`src/rtl/rtc_pkg.sv`:
```
package rtc_pkg;

    localparam int TOD_BYTES = 8;
    localparam int IDX_W     = $clog2(TOD_BYTES);

    typedef struct packed {
        logic [7:0] hsec;
        logic [7:0] sec;
        logic [7:0] min;
        logic [7:0] hour;
        logic [7:0] dow;
        logic [7:0] day;
        logic [7:0] mon;
        logic [7:0] year;
        logic       stop;
        logic       cen_en;
        logic       century;
    } tod_t;

    function automatic tod_t tod_reset();
        tod_t t;
        t         = '0;
        t.dow     = 8'h01;
        t.day     = 8'h01;
        t.mon     = 8'h01;
        return t;
    endfunction

    // Next BCD value in the range lo..hi, wrapping from hi back to lo.
    function automatic logic [7:0] bcd_next(input logic [7:0] v,
                                            input logic [7:0] lo,
                                            input logic [7:0] hi);
        if (v == hi)
            return lo;
        else if (v[3:0] == 4'h9)
            return {v[7:4] + 4'h1, 4'h0};
        else
            return v + 8'h01;
    endfunction

    function automatic logic [7:0] month_last(input logic [7:0] mon);
        case (mon)
            8'h02:                      return 8'h28;
            8'h04, 8'h06, 8'h09, 8'h11: return 8'h30;
            default:                    return 8'h31;
        endcase
    endfunction

    function automatic logic [7:0] tod_byte(input tod_t t, input logic [IDX_W-1:0] idx);
        case (idx)
            3'd0:    return t.hsec;
            3'd1:    return {t.stop, t.sec[6:0]};
            3'd2:    return t.min;
            3'd3:    return {t.cen_en, t.century, t.hour[5:0]};
            3'd4:    return t.dow;
            3'd5:    return t.day;
            3'd6:    return t.mon;
            default: return t.year;
        endcase
    endfunction

endpackage

```
`src/rtl/rtc_tod_counter.sv`:
```
module rtc_tod_counter
    import rtc_pkg::*;
(
    input  logic                 clk,
    input  logic                 rst,
    input  logic                 tick,
    input  logic                 wr_en,
    input  logic [IDX_W-1:0]     wr_idx,
    input  logic [7:0]           wdata,
    output tod_t                 cnt
);

    tod_t nxt;
    logic c_hs, c_s, c_m, c_h, c_d, c_mo, c_y;

    always_comb begin
        nxt  = cnt;
        c_hs = tick && !cnt.stop && (cnt.hsec == 8'h99);
        c_s  = c_hs && (cnt.sec  == 8'h59);
        c_m  = c_s  && (cnt.min  == 8'h59);
        c_h  = c_m  && (cnt.hour == 8'h23);
        c_d  = c_h  && (cnt.day  == month_last(cnt.mon));
        c_mo = c_d  && (cnt.mon  == 8'h12);
        c_y  = c_mo && (cnt.year == 8'h99);
        if (tick && !cnt.stop) nxt.hsec = bcd_next(cnt.hsec, 8'h00, 8'h99);
        if (c_hs) nxt.sec  = bcd_next(cnt.sec,  8'h00, 8'h59);
        if (c_s)  nxt.min  = bcd_next(cnt.min,  8'h00, 8'h59);
        if (c_m)  nxt.hour = bcd_next(cnt.hour, 8'h00, 8'h23);
        if (c_h) begin
            nxt.dow = bcd_next(cnt.dow, 8'h01, 8'h07);
            nxt.day = bcd_next(cnt.day, 8'h01, month_last(cnt.mon));
        end
        if (c_d)  nxt.mon  = bcd_next(cnt.mon,  8'h01, 8'h12);
        if (c_mo) nxt.year = bcd_next(cnt.year, 8'h00, 8'h99);
        if (c_y && cnt.cen_en) nxt.century = !cnt.century;
    end

    always_ff @(posedge clk) begin
        if (rst) begin
            cnt <= tod_reset();
        end else if (wr_en) begin
            cnt.hsec <= 8'h00;
            case (wr_idx)
                3'd1: begin
                    cnt.stop <= wdata[7];
                    cnt.sec  <= {1'b0, wdata[6:0]};
                end
                3'd2: cnt.min <= {1'b0, wdata[6:0]};
                3'd3: begin
                    cnt.cen_en  <= wdata[7];
                    cnt.century <= wdata[6];
                    cnt.hour    <= {2'b00, wdata[5:0]};
                end
                3'd4: cnt.dow  <= {5'b0, wdata[2:0]};
                3'd5: cnt.day  <= {2'b0, wdata[5:0]};
                3'd6: cnt.mon  <= {3'b0, wdata[4:0]};
                3'd7: cnt.year <= wdata;
                default: ;
            endcase
        end else begin
            cnt <= nxt;
        end
    end

    p_hsec_bcd_r2: assert property (@(posedge clk) disable iff (rst)
        (cnt.hsec[3:0] <= 4'h9) && (cnt.hsec[7:4] <= 4'h9));

    p_stop_hold_r3: assert property (@(posedge clk) disable iff (rst)
        (cnt.stop && !wr_en) |=> $stable(cnt));

    p_century_flip_r4: assert property (@(posedge clk) disable iff (rst)
        (c_y && cnt.cen_en && !wr_en) |=> (cnt.century != $past(cnt.century)));

    p_century_keep_r4: assert property (@(posedge clk) disable iff (rst)
        (!cnt.cen_en && !wr_en) |=> (cnt.century == $past(cnt.century)));

endmodule

```
`src/rtl/rtc_snapshot.sv`:
```
module rtc_snapshot
    import rtc_pkg::*;
#(
    parameter int ADDR_W = 8
) (
    input  logic              clk,
    input  logic              rst,
    input  tod_t              live,
    input  logic              rd_fire,
    input  logic [ADDR_W-1:0] rd_addr,
    output tod_t              view
);

    localparam logic [ADDR_W-1:0] LAST_TOD = ADDR_W'(TOD_BYTES - 1);

    tod_t vis_q;
    logic frz_q;
    logic in_tod;

    assign in_tod = (rd_addr <= LAST_TOD);
    // While frozen, reads see the held copy; otherwise they see the live count.
    assign view   = frz_q ? vis_q : live;

    always_ff @(posedge clk) begin
        if (rst) begin
            frz_q <= 1'b0;
            vis_q <= tod_reset();
        end else begin
            if (!frz_q) vis_q <= live;
            if (rd_fire && rd_addr == LAST_TOD)
                frz_q <= 1'b0;
            else if (rd_fire && in_tod)
                frz_q <= 1'b1;
        end
    end

    p_hold_while_frozen_r6: assert property (@(posedge clk) disable iff (rst)
        frz_q |=> $stable(vis_q));

    p_catch_up_r7: assert property (@(posedge clk) disable iff (rst)
        !frz_q |=> (vis_q == $past(live)));

    p_release_last_r7: assert property (@(posedge clk) disable iff (rst)
        (rd_fire && rd_addr == LAST_TOD) |=> !frz_q);

endmodule

```
`src/rtl/rtc_regbus.sv`:
```
module rtc_regbus
    import rtc_pkg::*;
#(
    parameter int ADDR_W = 8
) (
    input  logic              clk,
    input  logic              rst,
    input  logic              ptr_ld,
    input  logic [ADDR_W-1:0] ptr_val,
    input  logic              rd_stb,
    input  logic              wr_stb,
    input  tod_t              view,
    output logic [ADDR_W-1:0] ptr,
    output logic              rd_fire,
    output logic              wr_tod,
    output logic [7:0]        rdata
);

    localparam logic [ADDR_W-1:0] TOD_END = ADDR_W'(TOD_BYTES);

    logic wr_fire;
    logic hit;

    assign wr_fire = !ptr_ld && wr_stb;
    assign rd_fire = !ptr_ld && !wr_stb && rd_stb;
    assign hit     = (ptr < TOD_END);
    assign wr_tod  = wr_fire && hit;

    always_ff @(posedge clk) begin
        if (rst) begin
            ptr   <= '0;
            rdata <= 8'h00;
        end else begin
            if (ptr_ld)
                ptr <= ptr_val;
            else if (wr_fire || rd_fire)
                ptr <= ptr + 1'b1;
            if (rd_fire)
                rdata <= hit ? tod_byte(view, ptr[IDX_W-1:0]) : 8'h00;
        end
    end

    p_ptr_step_r9: assert property (@(posedge clk) disable iff (rst)
        (!ptr_ld && (rd_stb || wr_stb)) |=> (ptr == $past(ptr) + 1'b1));

    p_ptr_load_r9: assert property (@(posedge clk) disable iff (rst)
        ptr_ld |=> (ptr == $past(ptr_val)));

    p_oob_zero_r1: assert property (@(posedge clk) disable iff (rst)
        (rd_fire && !hit) |=> (rdata == 8'h00));

endmodule

```
`src/rtl/rtc_bcd_freeze.sv`:
```
module rtc_bcd_freeze
    import rtc_pkg::*;
#(
    parameter int ADDR_W = 8
) (
    input  logic              clk,
    input  logic              rst,
    input  logic              tick,
    input  logic              ptr_ld,
    input  logic [ADDR_W-1:0] ptr_val,
    input  logic              rd_stb,
    input  logic              wr_stb,
    input  logic [7:0]        wdata,
    output logic [7:0]        rdata
);

    tod_t              live;
    tod_t              view;
    logic [ADDR_W-1:0] ptr;
    logic              rd_fire;
    logic              wr_tod;

    rtc_tod_counter u_cnt (
        .clk    (clk),
        .rst    (rst),
        .tick   (tick),
        .wr_en  (wr_tod),
        .wr_idx (ptr[IDX_W-1:0]),
        .wdata  (wdata),
        .cnt    (live)
    );

    rtc_snapshot #(.ADDR_W(ADDR_W)) u_snap (
        .clk     (clk),
        .rst     (rst),
        .live    (live),
        .rd_fire (rd_fire),
        .rd_addr (ptr),
        .view    (view)
    );

    rtc_regbus #(.ADDR_W(ADDR_W)) u_bus (
        .clk     (clk),
        .rst     (rst),
        .ptr_ld  (ptr_ld),
        .ptr_val (ptr_val),
        .rd_stb  (rd_stb),
        .wr_stb  (wr_stb),
        .view    (view),
        .ptr     (ptr),
        .rd_fire (rd_fire),
        .wr_tod  (wr_tod),
        .rdata   (rdata)
    );

    p_write_clears_hsec_r8: assert property (@(posedge clk) disable iff (rst)
        wr_tod |=> (live.hsec == 8'h00));

endmodule

```
`config.mk`:
```
export PLATFORM = sky130hd
export DESIGN_NAME = rtc_bcd_freeze
export DESIGN_NICKNAME = d
export VERILOG_FILES = /design/src/rtl/rtc_pkg.sv /design/src/rtl/rtc_tod_counter.sv /design/src/rtl/rtc_snapshot.sv /design/src/rtl/rtc_regbus.sv /design/src/rtl/rtc_bcd_freeze.sv
export SDC_FILE = /design/constraint.sdc
export NUM_CORES = 1
export LEC_CHECK = 0
export BUFFER_PORTS_ARGS = -buffer_cell sky130_fd_sc_hd__buf_2
export CORE_AREA = 4 4 142 171
export DETAILED_ROUTE_END_ITERATION = 16
export DIE_AREA = 0 0 146 175
export SETUP_SLACK_MARGIN = 0.1
export SLEW_MARGIN = 20
export SYNTH_ARGS = -nofsm -noshare
export SYNTH_HDL_FRONTEND = slang
export SYNTH_HIERARCHICAL = 1
export SYNTH_SLANG_ARGS = --single-unit
```
`constraint.sdc`:
```
create_clock -name clk -period 4.1 [get_ports clk]
set_input_delay 0.82 -clock clk [delete_from_list [all_inputs] [get_ports clk]]
set_output_delay 0.82 -clock clk [all_outputs]
set_load 0.02 [all_outputs]
```
==> results of run 1 <==
## where the power goes
group | switching (mW) | total [mW] | internal [mW]
Clock | 0.638 | 1.61 | 0.974
Sequential | 0.0311 | 1.48 | 1.45
Combinational | 0.165 | 0.252 | 0.0870
Total | 0.834 | 3.35 | 2.51
## routing by layer
layer	up-vias	wire length (µm)	global-route usage (%)	share of wire, %
li1	3656	-	-	-
met1	3636	11490	25.10	45
met2	225	11890	32.07	47
met3	38	1253	4.099	5.0
met4	0	625	6.667	2.5
met5	-	0	0	0
## worst paths after layout
kind,start,to,cells after the start
worst max register to register,u_bus/ptr[3],u_cnt/cnt[11],8
worst max-delay path,ptr_ld,u_cnt/cnt[11],8
worst min register to register,u_bus/rdata[2],u_bus/rdata[2],1
worst min-delay path,u_bus/rdata[2],u_bus/rdata[2],1
## sequential cells by signal, indices dropped and copies added, names as in the netlist
signal / cells
u_snap/vis_q: 64
u_snap/frz_q: 1
u_bus/rdata: 8
u_bus/ptr: 8
u_cnt/cnt: 67
## critical path: stages
cell,delay (ns)
buf_2,0.31
and4b_2,0.35
and4bb_2,0.33
and4_4,0.28
nand3_4,0.14
or4_1,0.70
a221oi_2,0.29
a211o_1,0.13
## cells in the final DEF (no fill, tap or decap), types with 5 or more instances in the layout
master	count
a211oi_1	13
a21o_1	5
a21oi_1	61
a221oi_1	14
a22o_1	8
a22oi_1	13
a311oi_1	6
a31oi_1	11
and2_1	68
and3_1	11
buf_2	29
buf_4	13
clkbuf_16	17
dfxtp_1	147
ha_1	35
inv_1	32
mux2_2	54
mux2_4	18
mux2i_1	14
nand2_1	63
nand2b_1	13
nand3_1	23
nand3b_1	5
nand4_1	17
nor2_1	76
nor2b_1	16
nor3_1	24
nor3b_1	5
nor4_1	5
o211ai_1	9
o21a_1	5
o21ai_0	60
o31ai_1	9
or3_1	8
xnor2_1	7
## layout make-up
cell class,instances,area [µm²]
Multi-Input combinational cell,757,5365
Clock inverter,12,152.6
Sequential cell,148,2967
Fill cell,2194,12780
Tap cell,279,349.1
Clock buffer,20,446.7
Inverter,33,123.9
Timing Repair Buffer,43,262.8
## through the flow
stage                     total power [mW]  util (%)
after floorplan                      1.686         -
after global placement               1.765     40.40
after detailed placement             1.764     40.40
after CTS                            3.373     43.07
after global routing                 3.467     43.07
final                                3.349     43.07
==> qor.csv, run 1 <==
stage,metric,value,unit
synth,syn-instance-count,992,
placement,gp_routability_congestion,0.8998,
setup_path,worst-endpoint-arrival,3.36,ns
final_layout,area_growth_syn_to_layout,10.10,%
clock_tree,clk_path_buf_depth,2,
final_layout,finalNetCount,1057,
clock_tree,clock-root-buffer,clkbuf_16,
clock_tree,clock_latency,0.43,ns
global_route,grt_first_pass_wirelength,39400,µm
die,die_ar,25550,µm²
clock_tree,cts_setup_buffers,0,
die,rows,60,
placement,port_buffers,29,
sta,skew,0.009591,ns
sta,timing.final.setup_violations,0,
sta,setup_slack,1.117,ns
global_route,grt_start_max_net_pins,65,
routing,number_of_remaining_drc_errors,0,
synth,synth_area,8780,µm²
routing,ant_nets,0,
final_layout,drive_above_1_share,17.47,%
clock_tree,hold_buffers,0,
synth,synthesis.area_per_instance,8.850,µm²
routing,avgViaCountPerCell,5.848,
routing,drt_wl_total,25260,µm
setup_path,worst_setup_path_end_kind,flip-flop,
synth,synthesis_warning_total,6,
die,design.core.area,22450,µm²
die,top_level_ports,30,
sta,fin_hold_ws,0.4572,ns
global_route,via_count_of_the_first_global_routing_pass,7006,
flow_run,max-cap-violations,0,
final_layout,finalNonFillerCells,1292,
die,floorplan.die.height,175,µm
placement,dpl.cell_count,1260,
global_route,grt_remaining_overflow,0,
routing,mean_routed_wirelength_per_cell,19.55,µm
sta,slew_violations,0,
routing,via_count,7555,
routing,firstDrtPassIters,7,
setup_path,worstSetupStartpointType,input pin,
synth,synthesis.nets,1049,
sta,finalWorstPathRequiredPeriod,2.983,ns
clock_tree,clock_transition_at_the_register_clock_pins_on_the_worst_setup_and_hold_paths_after_cts,0.06,ns
clock_tree,cts.sinks,148,
setup_path,ff2ff_setup_slack,1.21,ns
routing,drt_iter0_drc,736,
clock_tree,tritoncts_clock_tree,built,
clock_tree,h_tree_level_count,4,
placement,detailedPlacementHpwl,17990,µm
sta,max_slew.worst_pin.slew,0.8052,ns
power,leakage,3.656,nW
die,start_util,39.11,%
final_layout,num_antenna_cells,0,
worst_hold_path,hp-class,reg2reg,
power,p_per_area,346.5,nW/µm²
setup_path,worst-path-max-fanout,19,
sta,final.setup.tns,0,ns
clock_tree,cts_resized,0,
sta,achievable-frequency,335.2,MHz
final_layout,final_area,9667,µm²
clock_tree,cts_buffer_count,17,
sta,final_period_utilization,72.77,%
setup_path,cp_data_required_time,4.48,ns
sta,unrepaired_setup_endpoints_after_global_routing,false,
run_status,outcome,finished clean,
global_route,number_of_antenna_violations_at_the_first_check_in_global_routing,0,
placement,dpl_worst_slack,0.6973,ns
sta,hold_viol,0,
die,fp.dieW,146,µm
placement,placed_area,9067,µm²
sta,relSlewSlack,45.87,%
power,peak_supply_drop,0.2782,mV
setup_path,crit_type,in2reg,
global_route,gr-usage-all-layers,19.37,%
Power figures use the tool's default switching activity.
==> run 2, diff against run 1 <==
--- a/config.mk
+++ b/config.mk
@@ -5,10 +5,11 @@
 export SDC_FILE = /design/constraint.sdc
 export NUM_CORES = 1
 export LEC_CHECK = 0
+export ABC_AREA = 1
 export BUFFER_PORTS_ARGS = -buffer_cell sky130_fd_sc_hd__buf_2
-export CORE_AREA = 4 4 142 171
+export CORE_AREA = 4 4 141 170
 export DETAILED_ROUTE_END_ITERATION = 16
-export DIE_AREA = 0 0 146 175
+export DIE_AREA = 0 0 145 174
 export SETUP_SLACK_MARGIN = 0.1
 export SLEW_MARGIN = 20
 export SYNTH_ARGS = -nofsm -noshare
==> constraint.sdc (replaced) <==
create_clock -name clk -period 2.47 [get_ports clk]
set_input_delay 0.494 -clock clk [delete_from_list [all_inputs] [get_ports clk]]
set_output_delay 0.494 -clock clk [all_outputs]
set_load 0.02 [all_outputs]
==> run 2 against run 1 <==
Synthesized cell count is 32% higher. Clock power increased by 71%. Flip-flop and latch count did not move. Register-to-register slack worse by 0.95 ns. Critical path depth increased by 4. Critical path type is now reg2reg. Critical endpoint is now u_cnt/cnt[3]. Largest power group unchanged.
==> qor.csv, run 2 <==
stage,metric,value,unit
sta,final_period_utilization,89.40,%
die,top_level_ports,30,
global_route,via_count_of_the_first_global_routing_pass,7855,
final_layout,layout.filler_cells,2358,
setup_path,critPathMaxStageDelay,0.41,ns
final_layout,reg_top3,"u_cnt/cnt x67, u_snap/vis_q x64",
final_layout,layout.cells.most_common,nand2_1,
die,design.core.area,22300,µm²
clock_tree,clock_latency,0.43,ns
setup_path,crit_type,reg2reg,
placement,port_buffers,29,
power,peak_supply_drop,0.3576,mV
final_layout,multi_input_area,4949,µm²
final_layout,utilization,43.74,%
routing,mean_routed_wirelength_per_cell,15.16,µm
sta,max_slew.worst_pin.slew,0.6521,ns
placement,detailedPlacementHpwl,18090,µm
clock_tree,clock-root-buffer,clkbuf_16,
routing,via_count,8449,
power,leakage,4.529,nW
clock_tree,clk_path_buf_depth,2,
sta,final.setup.tns,0,ns
clock_tree,cts_setup_buffers,0,
synth,synthesis.nets,1365,
global_route,gr-usage-all-layers,19.39,%
setup_path,crit_start,u_cnt/cnt[59],
clock_tree,cts.sinks,148,
final_layout,drive_above_1_share,10.98,%
setup_path,crit_chain,ha_1 -> nand3_2 -> nor2_2 -> nand2_2 -> nor2_4 -> nand3_2 -> nor2_4 -> inv_4 -> nor2_8 -> nand2_4 -> a21oi_1 -> nor2_1,
global_route,number_of_antenna_violations_at_the_first_check_in_global_routing,0,
placement,dpl_worst_slack,0.1235,ns
global_route,grt_start_max_net_pins,65,
setup_path,cp_data_required_time,2.80,ns
run_status,outcome,finished clean,
routing,avgViaCountPerCell,5.193,
sta,timing.final.setup_violations,0,
sta,fin_hold_ws,0.3300,ns
placement,placed_area,9105,µm²
synth,syn-instance-count,1308,
clock_tree,clock_transition_at_the_register_clock_pins_on_the_worst_setup_and_hold_paths_after_cts,0.06,ns
die,rows,60,
die,fp.dieW,145,µm
die,start_util,38.95,%
final_layout,area_growth_syn_to_layout,12.32,%
sta,setup_slack,0.2619,ns
flow_run,max-cap-violations,0,
setup_path,worstSetupStartpointType,flip-flop,
routing,ant_nets,0,
setup_path,worst_setup_path_end_kind,flip-flop,
global_route,grt_first_pass_wirelength,39920,µm
setup_path,r2r_cells,12,
setup_path,path_depth,12,
final_layout,largest_reg_flops,67,
sta,slew_violations,0,
final_layout,final_cell_mix,"nand2_1, dfxtp_1, a21oi_1",
synth,synthesis_warning_total,6,
clock_tree,cts_buffer_count,17,
worst_hold_path,min-delay-start,ptr_val[0],
clock_tree,h_tree_level_count,4,
final_layout,register_area,2964,µm²
final_layout,num_antenna_cells,0,
final_layout,registers.top_by_ff_count,u_cnt/cnt,
clock_tree,tritoncts_clock_tree,built,
routing,drt_iter0_drc,585,
setup_path,worst-endpoint-arrival,2.53,ns
synth,synth_area,8683,µm²
setup_path,regToRegStartpoint,u_cnt/cnt[59],
worst_hold_path,hp-class,in2reg,
synth,synthesis.area_per_instance,6.639,µm²
setup_path,cp_top_family,simple AND/OR/NAND/NOR gates,
routing,number_of_remaining_drc_errors,0,
power,power_after_layout,5.695,mW
placement,dpl.cell_count,1595,
routing,firstDrtPassIters,5,
power,p_per_area,583.9,nW/µm²
placement,gp_routability_congestion,0.8780,
clock_tree,hold_buffers,0,
setup_path,critical_path.slowest_cell,dfxtp_1,
final_layout,finalNonFillerCells,1627,
sta,achievable-frequency,452.9,MHz
sta,hold_viol,0,
sta,relSlewSlack,56.53,%
worst_hold_path,hold_path_depth,3,
die,floorplan.die.height,174,µm
global_route,grt_remaining_overflow,0,
routing,drt_wl_total,24660,µm
sta,skew,0.01227,ns
sta,finalWorstPathRequiredPeriod,2.208,ns
setup_path,cp_num_buf_inv,1,
setup_path,worst-path-max-fanout,16,
final_layout,finalNetCount,1392,
sta,unrepaired_setup_endpoints_after_global_routing,true,
final_layout,final_area,9753,µm²
die,die_ar,25230,µm²
## run 2: area by class of cell
type	instances	area share, %
Tap cell	279	3.579
Clock buffer	20	4.580
Multi-Input combinational cell	997	50.74
Clock inverter	12	1.835
Timing Repair Buffer	63	4.644
Sequential cell	148	30.39
Inverter	108	4.233
## run 2: layer usage
metal / up-vias / share of wire, % / track usage, %
met1: 3868 / 45 / 25.09
met5: - / 0 / 0
met4: 0 / 3.2 / 7.762
li1: 4348 / - / -
met3: 43 / 4.7 / 3.338
met2: 190 / 47 / 32.24
## run 2: final timing paths
path              slack (ns)              to
setup / recovery        0.26    u_cnt/cnt[3]
hold / removal          0.33    u_bus/ptr[0]
setup reg to reg        0.26    u_cnt/cnt[3]
hold reg to reg         0.46  u_bus/rdata[2]
## run 2: what timing repair did
| item | CTS | global route |
|---|---|---|
| hold endpoints to repair | 0 | 0 |
| gates resized for setup | 0 | 8 |
| endpoints found under the setup margin | 0 | 46 |
## run 2: where the power goes
part	total, mW	switching (mW)	internal, mW
Sequential	2.45	0.0312	2.42
Combinational	0.485	0.342	0.143
Clock	2.76	1.05	1.72
Total	5.69	1.42	4.28
## run 2: tightest hold or removal path, cell delays in order
cell	delay (ns)
buf_2	0.09
nand2_1	0.06
a31oi_1	0.07
==> run 3, diff against run 2 <==
==> constraint.sdc (replaced) <==
create_clock -name clk -period 2.7 [get_ports clk]
set_input_delay 0.54 -clock clk [delete_from_list [all_inputs] [get_ports clk]]
set_output_delay 0.54 -clock clk [all_outputs]
set_load 0.02 [all_outputs]
==> run 3 against run 2 <==
Cell count is 0.86% lower. Hold slack gained 0.045 ns. Global-route usage down 0.13 points. Critical endpoint is now u_cnt/cnt[30].
==> qor.csv, run 3 (synthesized netlist as in run 2, its figures left out) <==
stage,metric,value,unit
clock_tree,cts_resized,0,
die,start_util,38.95,%
routing,firstDrtPassIters,5,
clock_tree,clock-root-buffer,clkbuf_16,
routing,mean_routed_wirelength_per_cell,15.17,µm
clock_tree,clock_latency,0.43,ns
setup_path,worst_setup_path_end_kind,flip-flop,
clock_tree,clk_path_buf_depth,2,
final_layout,register_area,2964,µm²
clock_tree,hold_buffers,0,
sta,relSlewSlack,52.19,%
global_route,number_of_antenna_violations_at_the_first_check_in_global_routing,0,
die,fp.dieW,145,µm
setup_path,worstSetupStartpointType,flip-flop,
routing,ant_nets,0,
placement,gp_routability_congestion,0.8830,
sta,finalWorstPathRequiredPeriod,2.363,ns
sta,setup_slack,0.3371,ns
final_layout,finalNonFillerCells,1613,
global_route,grt_start_max_net_pins,65,
final_layout,multi_input_area,4937,µm²
final_layout,layout.cells.most_common,nand2_1,
setup_path,critPathMostFrequentCell,nand2_1,
clock_tree,cts.sinks,148,
sta,final.setup.tns,0,ns
sta,fin_hold_ws,0.3746,ns
setup_path,worst-endpoint-arrival,2.71,ns
sta,unrepaired_setup_endpoints_after_global_routing,true,
power,power_after_layout,5.086,mW
setup_path,critPathMaxStageDelay,0.35,ns
final_layout,area_growth_syn_to_layout,10.23,%
global_route,grt_first_pass_wirelength,39710,µm
power,peak_supply_drop,0.3432,mV
placement,port_buffers,29,
die,design.core.area,22300,µm²
setup_path,crit_type,reg2reg,
clock_tree,cts_buffer_count,17,
final_layout,finalNetCount,1379,
final_layout,registers.top_by_ff_count,u_cnt/cnt,
worst_hold_path,hold_path_depth,3,
flow_run,max-cap-violations,0,
final_layout,final_cell_mix,"nand2_1, dfxtp_1, a21oi_1",
placement,dpl_worst_slack,0.2959,ns
clock_tree,tritoncts_clock_tree,built,
sta,slew_violations,0,
final_layout,drive_above_1_share,9.820,%
sta,timing.final.setup_violations,0,
sta,final_period_utilization,87.52,%
die,floorplan.die.height,174,µm
routing,drt_iter0_drc,579,
setup_path,crit_chain,nor2_1 -> nand2_1 -> nor2_1 -> nand2_1 -> nor2_2 -> buf_4 -> nor2_4 -> nand3_2 -> nor2_4 -> a31oi_2 -> buf_4 -> nand2_1 -> a21oi_1,
final_layout,reg_top3,"u_cnt/cnt x67, u_snap/vis_q x64",
final_layout,largest_reg_flops,67,
final_layout,num_antenna_cells,0,
clock_tree,h_tree_level_count,4,
placement,placed_area,8970,µm²
setup_path,critical_path.slowest_cell,dfxtp_1,
sta,hold_viol,0,
final_layout,utilization,42.93,%
global_route,gr-usage-all-layers,19.26,%
worst_hold_path,hp-class,in2reg,
power,leakage,4.439,nW
routing,drt_wl_total,24480,µm
setup_path,cp_data_required_time,3.05,ns
final_layout,final_area,9572,µm²
clock_tree,cts_setup_buffers,0,
power,p_per_area,531.4,nW/µm²
placement,detailedPlacementHpwl,17640,µm
die,rows,60,
setup_path,worst-path-max-fanout,17,
routing,avgViaCountPerCell,5.223,
placement,dpl.cell_count,1582,
sta,skew,0.007796,ns
sta,achievable-frequency,423.2,MHz
die,top_level_ports,30,
routing,via_count,8425,
sta,max_slew.worst_pin.slew,0.7171,ns
routing,number_of_remaining_drc_errors,0,
run_status,outcome,finished clean,
clock_tree,clock_transition_at_the_register_clock_pins_on_the_worst_setup_and_hold_paths_after_cts,0.06,ns
global_route,via_count_of_the_first_global_routing_pass,7759,
final_layout,layout.filler_cells,2366,
global_route,grt_remaining_overflow,0,
die,die_ar,25230,µm²
setup_path,r2r_cells,13,
-- run 3: cell types whose count changed in the layout (fill, tap and decap cells not counted), sizes merged --
cell      delta
inv          -1
bufinv       -1
buf         -13
clkbuf       +2
clkinvlp     -1
-- run 3: final timing paths --
check | from | end | slack [ns]
worst max register to register | u_bus/ptr[5] | u_cnt/cnt[30] | 0.34
worst min register to register | u_bus/rdata[5] | u_bus/rdata[5] | 0.46
worst min-delay path | ptr_val[0] | u_bus/ptr[0] | 0.37
worst max-delay path | u_bus/ptr[5] | u_cnt/cnt[30] | 0.34
-- run 3: critical path, delay by kind of cell (launching register included) --
kind / cells / cell delay [ns]
AO/OA/AOI/OAI: 2 / 0.43
buffers and inverters: 2 / 0.52
AND/OR/NAND/NOR: 9 / 0.98
flip-flops: 1 / 0.35
-- run 3: routing by layer --
layer / wire length (µm) / share of wire [%] / GRT usage [%]
met2: 11710 / 48 / 32.34
met3: 912 / 3.7 / 2.894
met5: 0 / 0 / 0
met4: 582 / 2.4 / 7.089
met1: 11270 / 46 / 25.17
-- run 3: layout make-up --
type                       count  share of cell area, %
tap                          279                  3.647
sequential                   148                  30.97
clock buffer                  22                  4.850
multi-input combinational    997                  51.58
inverter                     108                  4.288
clock inverter                 9                  1.346
timing repair buffer          50                  3.320
-- run 3: report_power, final --
part	total [mW]	switching (mW)	internal (mW)	leakage, nW
registers	2.24	0.0276	2.21	1.20
clock network	2.42	0.928	1.49	0.286
logic	0.428	0.309	0.118	2.96
